--- src/rtl/alu_pkg.sv ---
package alu_pkg;

   typedef enum logic [3:0] {
      OP_AND = 4'h0, OP_XOR = 4'h1, OP_SUB = 4'h2, OP_RSB = 4'h3,
      OP_ADD = 4'h4, OP_ADC = 4'h5, OP_SBC = 4'h6, OP_RSC = 4'h7,
      OP_TST = 4'h8, OP_TEQ = 4'h9, OP_CMP = 4'hA, OP_CMN = 4'hB,
      OP_ORR = 4'hC, OP_MOV = 4'hD, OP_BIC = 4'hE, OP_MVN = 4'hF
   } op_e;

   typedef enum logic [1:0] {
      CIN_ZERO = 2'd0,
      CIN_ONE  = 2'd1,
      CIN_FLAG = 2'd2
   } cin_sel_e;

   typedef struct packed {
      logic     is_arith;
      logic     swap;
      logic     inv_y;
      cin_sel_e cin_sel;
      logic     writes;
   } ctl_t;

   typedef struct packed {
      logic n;
      logic z;
      logic c;
      logic v;
   } flags_t;

   localparam int FLAG_BITS = 4;

endpackage

--- src/rtl/alu_decode.sv ---
module alu_decode
   import alu_pkg::*;
(
   input  logic [3:0] op,
   output ctl_t       ctl
);

   always_comb begin
      ctl = '{is_arith: 1'b0, swap: 1'b0, inv_y: 1'b0,
              cin_sel: CIN_ZERO, writes: 1'b1};
      unique case (op_e'(op))
         OP_SUB, OP_CMP: begin
            ctl.is_arith = 1'b1;
            ctl.inv_y    = 1'b1;
            ctl.cin_sel  = CIN_ONE;
         end
         OP_RSB: begin
            ctl.is_arith = 1'b1;
            ctl.swap     = 1'b1;
            ctl.inv_y    = 1'b1;
            ctl.cin_sel  = CIN_ONE;
         end
         OP_ADD, OP_CMN: begin
            ctl.is_arith = 1'b1;
         end
         OP_ADC: begin
            ctl.is_arith = 1'b1;
            ctl.cin_sel  = CIN_FLAG;
         end
         OP_SBC: begin
            ctl.is_arith = 1'b1;
            ctl.inv_y    = 1'b1;
            ctl.cin_sel  = CIN_FLAG;
         end
         OP_RSC: begin
            ctl.is_arith = 1'b1;
            ctl.swap     = 1'b1;
            ctl.inv_y    = 1'b1;
            ctl.cin_sel  = CIN_FLAG;
         end
         default: ;
      endcase
      if (op[3:2] == 2'b10) ctl.writes = 1'b0;
   end

endmodule

--- src/rtl/alu_adder.sv ---
module alu_adder #(
   parameter int WIDTH = 32,
   parameter bit SPLIT = 1'b0
) (
   input  logic [WIDTH-1:0] x,
   input  logic [WIDTH-1:0] y,
   input  logic             cin,
   output logic [WIDTH-1:0] sum,
   output logic             cout,
   output logic             ovf
);

   localparam int LO = WIDTH / 2;
   localparam int HI = WIDTH - LO;

   generate
      if (WIDTH < 4) begin : g_width_bad
         $error("alu_adder: WIDTH must be at least 4");
      end

      if (!SPLIT) begin : g_ripple
         logic [WIDTH:0] full;
         always_comb full = {1'b0, x} + {1'b0, y} + {{WIDTH{1'b0}}, cin};
         assign sum  = full[WIDTH-1:0];
         assign cout = full[WIDTH];
      end else begin : g_csel
         logic [LO:0] lo_sum;
         logic [HI:0] hi_c0;
         logic [HI:0] hi_c1;
         always_comb begin
            lo_sum = {1'b0, x[LO-1:0]} + {1'b0, y[LO-1:0]} + {{LO{1'b0}}, cin};
            hi_c0  = {1'b0, x[WIDTH-1:LO]} + {1'b0, y[WIDTH-1:LO]};
            hi_c1  = {1'b0, x[WIDTH-1:LO]} + {1'b0, y[WIDTH-1:LO]} + {{HI{1'b0}}, 1'b1};
         end
         assign sum  = lo_sum[LO] ? {hi_c1[HI-1:0], lo_sum[LO-1:0]}
                                  : {hi_c0[HI-1:0], lo_sum[LO-1:0]};
         assign cout = lo_sum[LO] ? hi_c1[HI] : hi_c0[HI];
      end
   endgenerate

   assign ovf = (x[WIDTH-1] == y[WIDTH-1]) && (sum[WIDTH-1] != x[WIDTH-1]);

endmodule

--- src/rtl/alu_logic.sv ---
module alu_logic
   import alu_pkg::*;
#(
   parameter int WIDTH = 32
) (
   input  logic [3:0]       op,
   input  logic [WIDTH-1:0] a,
   input  logic [WIDTH-1:0] b,
   output logic [WIDTH-1:0] y
);

   always_comb begin
      unique case (op_e'(op))
         OP_AND, OP_TST: y = a & b;
         OP_XOR, OP_TEQ: y = a ^ b;
         OP_ORR:         y = a | b;
         OP_MOV:         y = b;
         OP_BIC:         y = a & ~b;
         OP_MVN:         y = ~b;
         default:        y = '0;
      endcase
   end

endmodule

--- src/rtl/alu_flags.sv ---
module alu_flags
   import alu_pkg::*;
#(
   parameter int WIDTH = 32
) (
   input  logic             is_arith,
   input  logic [WIDTH-1:0] res,
   input  logic             add_cout,
   input  logic             add_ovf,
   input  logic             shift_carry,
   input  logic             imm_operand,
   input  logic             rot_nonzero,
   input  logic             set_flags,
   input  flags_t           fin,
   output flags_t           fout
);

   logic logic_c;

   always_comb begin
      if (imm_operand && !rot_nonzero) logic_c = fin.c;
      else                             logic_c = shift_carry;
   end

   always_comb begin
      fout = fin;
      if (set_flags) begin
         fout.n = res[WIDTH-1];
         fout.z = (res == '0);
         fout.c = is_arith ? add_cout : logic_c;
         fout.v = is_arith ? add_ovf  : fin.v;
      end
   end

endmodule

--- src/rtl/cond_flag_alu.sv ---
module cond_flag_alu
   import alu_pkg::*;
#(
   parameter int WIDTH        = 32,
   parameter bit ADDER_SPLIT  = 1'b0
) (
   input  logic [3:0]       op,
   input  logic [WIDTH-1:0] opnd_a,
   input  logic [WIDTH-1:0] opnd_b,
   input  logic             shift_carry,
   input  logic             imm_operand,
   input  logic             rot_nonzero,
   input  logic [3:0]       flags_in,
   input  logic             set_flags,
   output logic [WIDTH-1:0] result,
   output logic             write_en,
   output logic [3:0]       flags_out
);

   generate
      if (FLAG_BITS != 4) begin : g_flag_bad
         $error("cond_flag_alu: flag vector must be four bits");
      end
   endgenerate

   ctl_t             ctl;
   logic [WIDTH-1:0] add_x;
   logic [WIDTH-1:0] add_y;
   logic             add_cin;
   logic [WIDTH-1:0] add_sum;
   logic             add_cout;
   logic             add_ovf;
   logic [WIDTH-1:0] log_res;
   flags_t           fin;
   flags_t           fout;

   assign fin = flags_t'(flags_in);

   alu_decode u_dec (
      .op  (op),
      .ctl (ctl)
   );

   always_comb begin
      add_x = ctl.swap ? opnd_b : opnd_a;
      add_y = ctl.swap ? opnd_a : opnd_b;
      if (ctl.inv_y) add_y = ~add_y;
      unique case (ctl.cin_sel)
         CIN_ONE:  add_cin = 1'b1;
         CIN_FLAG: add_cin = fin.c;
         default:  add_cin = 1'b0;
      endcase
   end

   alu_adder #(.WIDTH(WIDTH), .SPLIT(ADDER_SPLIT)) u_add (
      .x    (add_x),
      .y    (add_y),
      .cin  (add_cin),
      .sum  (add_sum),
      .cout (add_cout),
      .ovf  (add_ovf)
   );

   alu_logic #(.WIDTH(WIDTH)) u_log (
      .op (op),
      .a  (opnd_a),
      .b  (opnd_b),
      .y  (log_res)
   );

   assign result = ctl.is_arith ? add_sum : log_res;

   alu_flags #(.WIDTH(WIDTH)) u_flg (
      .is_arith    (ctl.is_arith),
      .res         (result),
      .add_cout    (add_cout),
      .add_ovf     (add_ovf),
      .shift_carry (shift_carry),
      .imm_operand (imm_operand),
      .rot_nonzero (rot_nonzero),
      .set_flags   (set_flags),
      .fin         (fin),
      .fout        (fout)
   );

   assign write_en  = ctl.writes;
   assign flags_out = fout;

endmodule

--- config.mk ---
export PLATFORM = sky130hd
export DESIGN_NAME = cond_flag_alu
export DESIGN_NICKNAME = d
export VERILOG_FILES = /design/src/rtl/alu_pkg.sv /design/src/rtl/alu_decode.sv /design/src/rtl/alu_adder.sv /design/src/rtl/alu_logic.sv /design/src/rtl/alu_flags.sv /design/src/rtl/cond_flag_alu.sv
export SDC_FILE = /design/constraint.sdc
export NUM_CORES = 1
export LEC_CHECK = 0
export BUFFER_PORTS_ARGS = -buffer_cell sky130_fd_sc_hd__buf_2
export CORE_MARGIN = 10
export CORE_UTILIZATION = 50
export DETAILED_ROUTE_END_ITERATION = 7
export GPL_TIMING_DRIVEN = 0
export PLACE_DENSITY = 0.76
export SKIP_LAST_GASP = 1
export SLEW_MARGIN = 20
export SYNTH_ARGS = -nofsm -noshare
export SYNTH_HDL_FRONTEND = slang
export SYNTH_SLANG_ARGS = --single-unit
export TNS_END_PERCENT = 10
--- constraint.sdc ---
create_clock -name vclk -period 10.2
set_clock_uncertainty 0.2 [all_clocks]
set_input_delay 1.02 -clock vclk [all_inputs]
set_output_delay 1.02 -clock vclk [all_outputs]
set_load 0.05 [all_outputs]
==> flow_metrics.env <==
export IMPL_outcome="finished, final reports clean"
export IMPL_fillers=1207
export IMPL_fin_setup_tns_ps=0
export IMPL_dr_pass1_iters=6
export IMPL_avgSynthCellArea_um2=6.201
export IMPL_finalSetupViolCount=0
export IMPL_slowest_stage="or4_1"
export IMPL_gp_congestion=1.003
export IMPL_end_kind="primary output"
export IMPL_comb_power_share_pct=100.0
export IMPL_peakVddDrop_mv=0.08384
export IMPL_min_path_cells=4
export IMPL_critPathKind="input port to primary output"
export IMPL_setup_slack_ps=666.1
export IMPL_die_area_um2=16200
export IMPL_antenna_found_initial=0
export IMPL_numPortBuffers=112
export IMPL_p_sw_share_pct=68.43
export IMPL_intPower_mw=0.2163
export IMPL_cts_hold_buffers=0
export IMPL_insertedDiodeCount=0
export IMPL_yosysSeqAreaShare_pct=0
export IMPL_cpLargestDelayFamily="buffers and inverters"
export IMPL_rows=39
export IMPL_wl_met2_um=10570
export IMPL_drc_errors=0
export IMPL_multi_input_area_um2=5192
export IMPL_nets=1186
export IMPL_utilization_pct=57.47
export IMPL_track_usage_pct=27.93
export IMPL_p_seq_share_pct=0
export IMPL_grt_pass1_vias=7236
export IMPL_final_seq_area_um2=0
export IMPL_cp_required_ps=8980
export IMPL_area_delta_synth_final_pct=13.07
export IMPL_cts_resized=0
export IMPL_maxCapViolations=0
export IMPL_vias=7778
export IMPL_die_w_um=127.3
export IMPL_min_period_ps=9534
export IMPL_synth_warnings=0
export IMPL_min_from="flags_in[2]"
export IMPL_dp_slack_ps=940.4
export IMPL_drive_gt1_share_pct=14.12
export IMPL_io_pins=113
export IMPL_power_switching_mw=0.4688
export IMPL_top_layer="met4"
export IMPL_dpl_cell_area_um2=6506
export IMPL_max_stage_delay_ps=530
export IMPL_finalInstanceArea_um2=6506
export IMPL_finalHoldViolCount=0
export IMPL_maxSlewHeadroom_pct=38.28
export IMPL_post_route_period_util_pct=93.47
export IMPL_cp_arrival_ps=8310
export IMPL_via_per_inst=6.569
export IMPL_grt_pass1_wl_um=37990
export IMPL_syn_nets=1071
export IMPL_rsz0062_at_grt="no"
export IMPL_crit_buf_inv=11
export IMPL_max_freq_mhz=104.9
export IMPL_final_common_cell="buf_2"
export IMPL_dpl_hpwl_um=19070
export IMPL_wire_per_inst_um=20.38
export IMPL_slew_viol_final=0
export IMPL_wl_met3_um=2817
export IMPL_start_util_pct=50.83
export IMPL_cp_depth=26
export IMPL_grt_ovfl_total=0
export IMPL_layout_common_cells="127 x buf_2, 92 x a21oi_1, 88 x nand2_1, 85 x nor2_1, 80 x inv_1"
export IMPL_cpMostUsedCell="buf_2"
export IMPL_totalWireLength_um=24130
export IMPL_synth_cell_types=76
export IMPL_core_um2=11320
export IMPL_synth_area_um2=5754
export IMPL_met1Wirelength_um=9672
export IMPL_cts_setup_buffers=0
export IMPL_grt_max_degree=11
export IMPL_fp_dieH_um=127.3
export IMPL_drt_iter0_markers=1220
export IMPL_clkbuf_count=0
export IMPL_hp_class="input port to primary output"
export IMPL_cp_startpoint="op[0]"
export IMPL_finalPower_mw=0.6850
export IMPL_netlist_instances=928
export IMPL_clockPowerShare_pct=0
export IMPL_powerDensity_nw_per_um2=105.3
export IMPL_drtAntennaViolNets=0
export IMPL_power_leakage_nw=3.204
export IMPL_path_max_fanout=10
export IMPL_tightest_slew_ps=925.7
export IMPL_seq_cell_count=0
export IMPL_cp_start_kind="input port"
-- synth_stat cells (6+ instances only) --
library cell / n / area share, %
or2_2: 6 / 0.65
or3_1: 6 / 0.65
ha_1: 65 / 14
a32oi_1: 7 / 1.1
nand2b_1: 9 / 0.98
and2_1: 6 / 0.65
o31ai_1: 9 / 1.2
a21oi_1: 92 / 8.0
nand4_1: 9 / 0.98
a21o_1: 15 / 2.0
clkbuf_1: 41 / 2.7
a211oi_1: 8 / 1.0
xnor2_1: 6 / 0.91
nand2_1: 88 / 5.7
nor2_1: 85 / 5.5
nor4_1: 7 / 0.76
nor2b_1: 13 / 1.4
nor3_1: 23 / 2.0
buf_2: 15 / 1.3
inv_1: 80 / 5.2
o21ai_0: 79 / 6.9
xor2_1: 55 / 8.4
and3_1: 11 / 1.2
mux2i_1: 10 / 1.7
o211ai_1: 10 / 1.3
nand3_1: 31 / 2.7
o221ai_1: 9 / 1.4
a31oi_1: 11 / 1.2
-- final timing paths --
kind,endpoint,slack (ps)
hold / removal,flags_out[2],2230
setup / recovery,flags_out[2],670
-- power by group through the flow --
stage                     logic, mW  clock network, mW  registers (mW)
after floorplan               0.498                  0               0
after global placement        0.665                  0               0
after detailed placement      0.669                  0               0
after CTS                     0.672                  0               0
after global routing          0.738                  0               0
final                         0.685                  0               0
-- per-layer routing --
| metal | GRT usage (%) | vias up |
|---|---|---|
| met2 | 44.21 | 558 |
| li1 | - | 3613 |
| met3 | 3.970 | 83 |
| met1 | 37.05 | 3524 |
| met4 | 11.32 | 0 |
| met5 | 0 | - |
-- area by class of cell --
| cell class | count | area share [%] |
|---|---|---|
| Timing Repair Buffer | 113 | 8.731 |
| Tap cell | 143 | 2.750 |
| Multi-Input combinational cell | 784 | 79.81 |
| Buffer | 63 | 4.038 |
| Inverter | 81 | 4.673 |
-- metrics by stage --
stage / cells / hold slack (ps)
2_1_floorplan: 928 / 2105
3_3_place_gp: 1183 / 2235
3_5_place_dp: 1184 / 2234
4_1_cts: 1184 / 2234
5_1_grt: 1184 / 2274
6_report: 1184 / 2232
-- cells by family (layout without fill, tap and decap cells) --
| kind of cell | Yosys count | in the layout | share of synthesized area (%) |
|---|---|---|---|
| compound gates | 316 | 316 | 35.60 |
| xor+xnor | 61 | 61 | 9.285 |
| fa+ha+maj | 67 | 67 | 14.83 |
| buf+inv | 144 | 257 | 9.850 |
| mux | 11 | 11 | 1.935 |
| simple gates | 329 | 329 | 28.51 |
No activity file was read; power rests on OpenSTA's default activity.
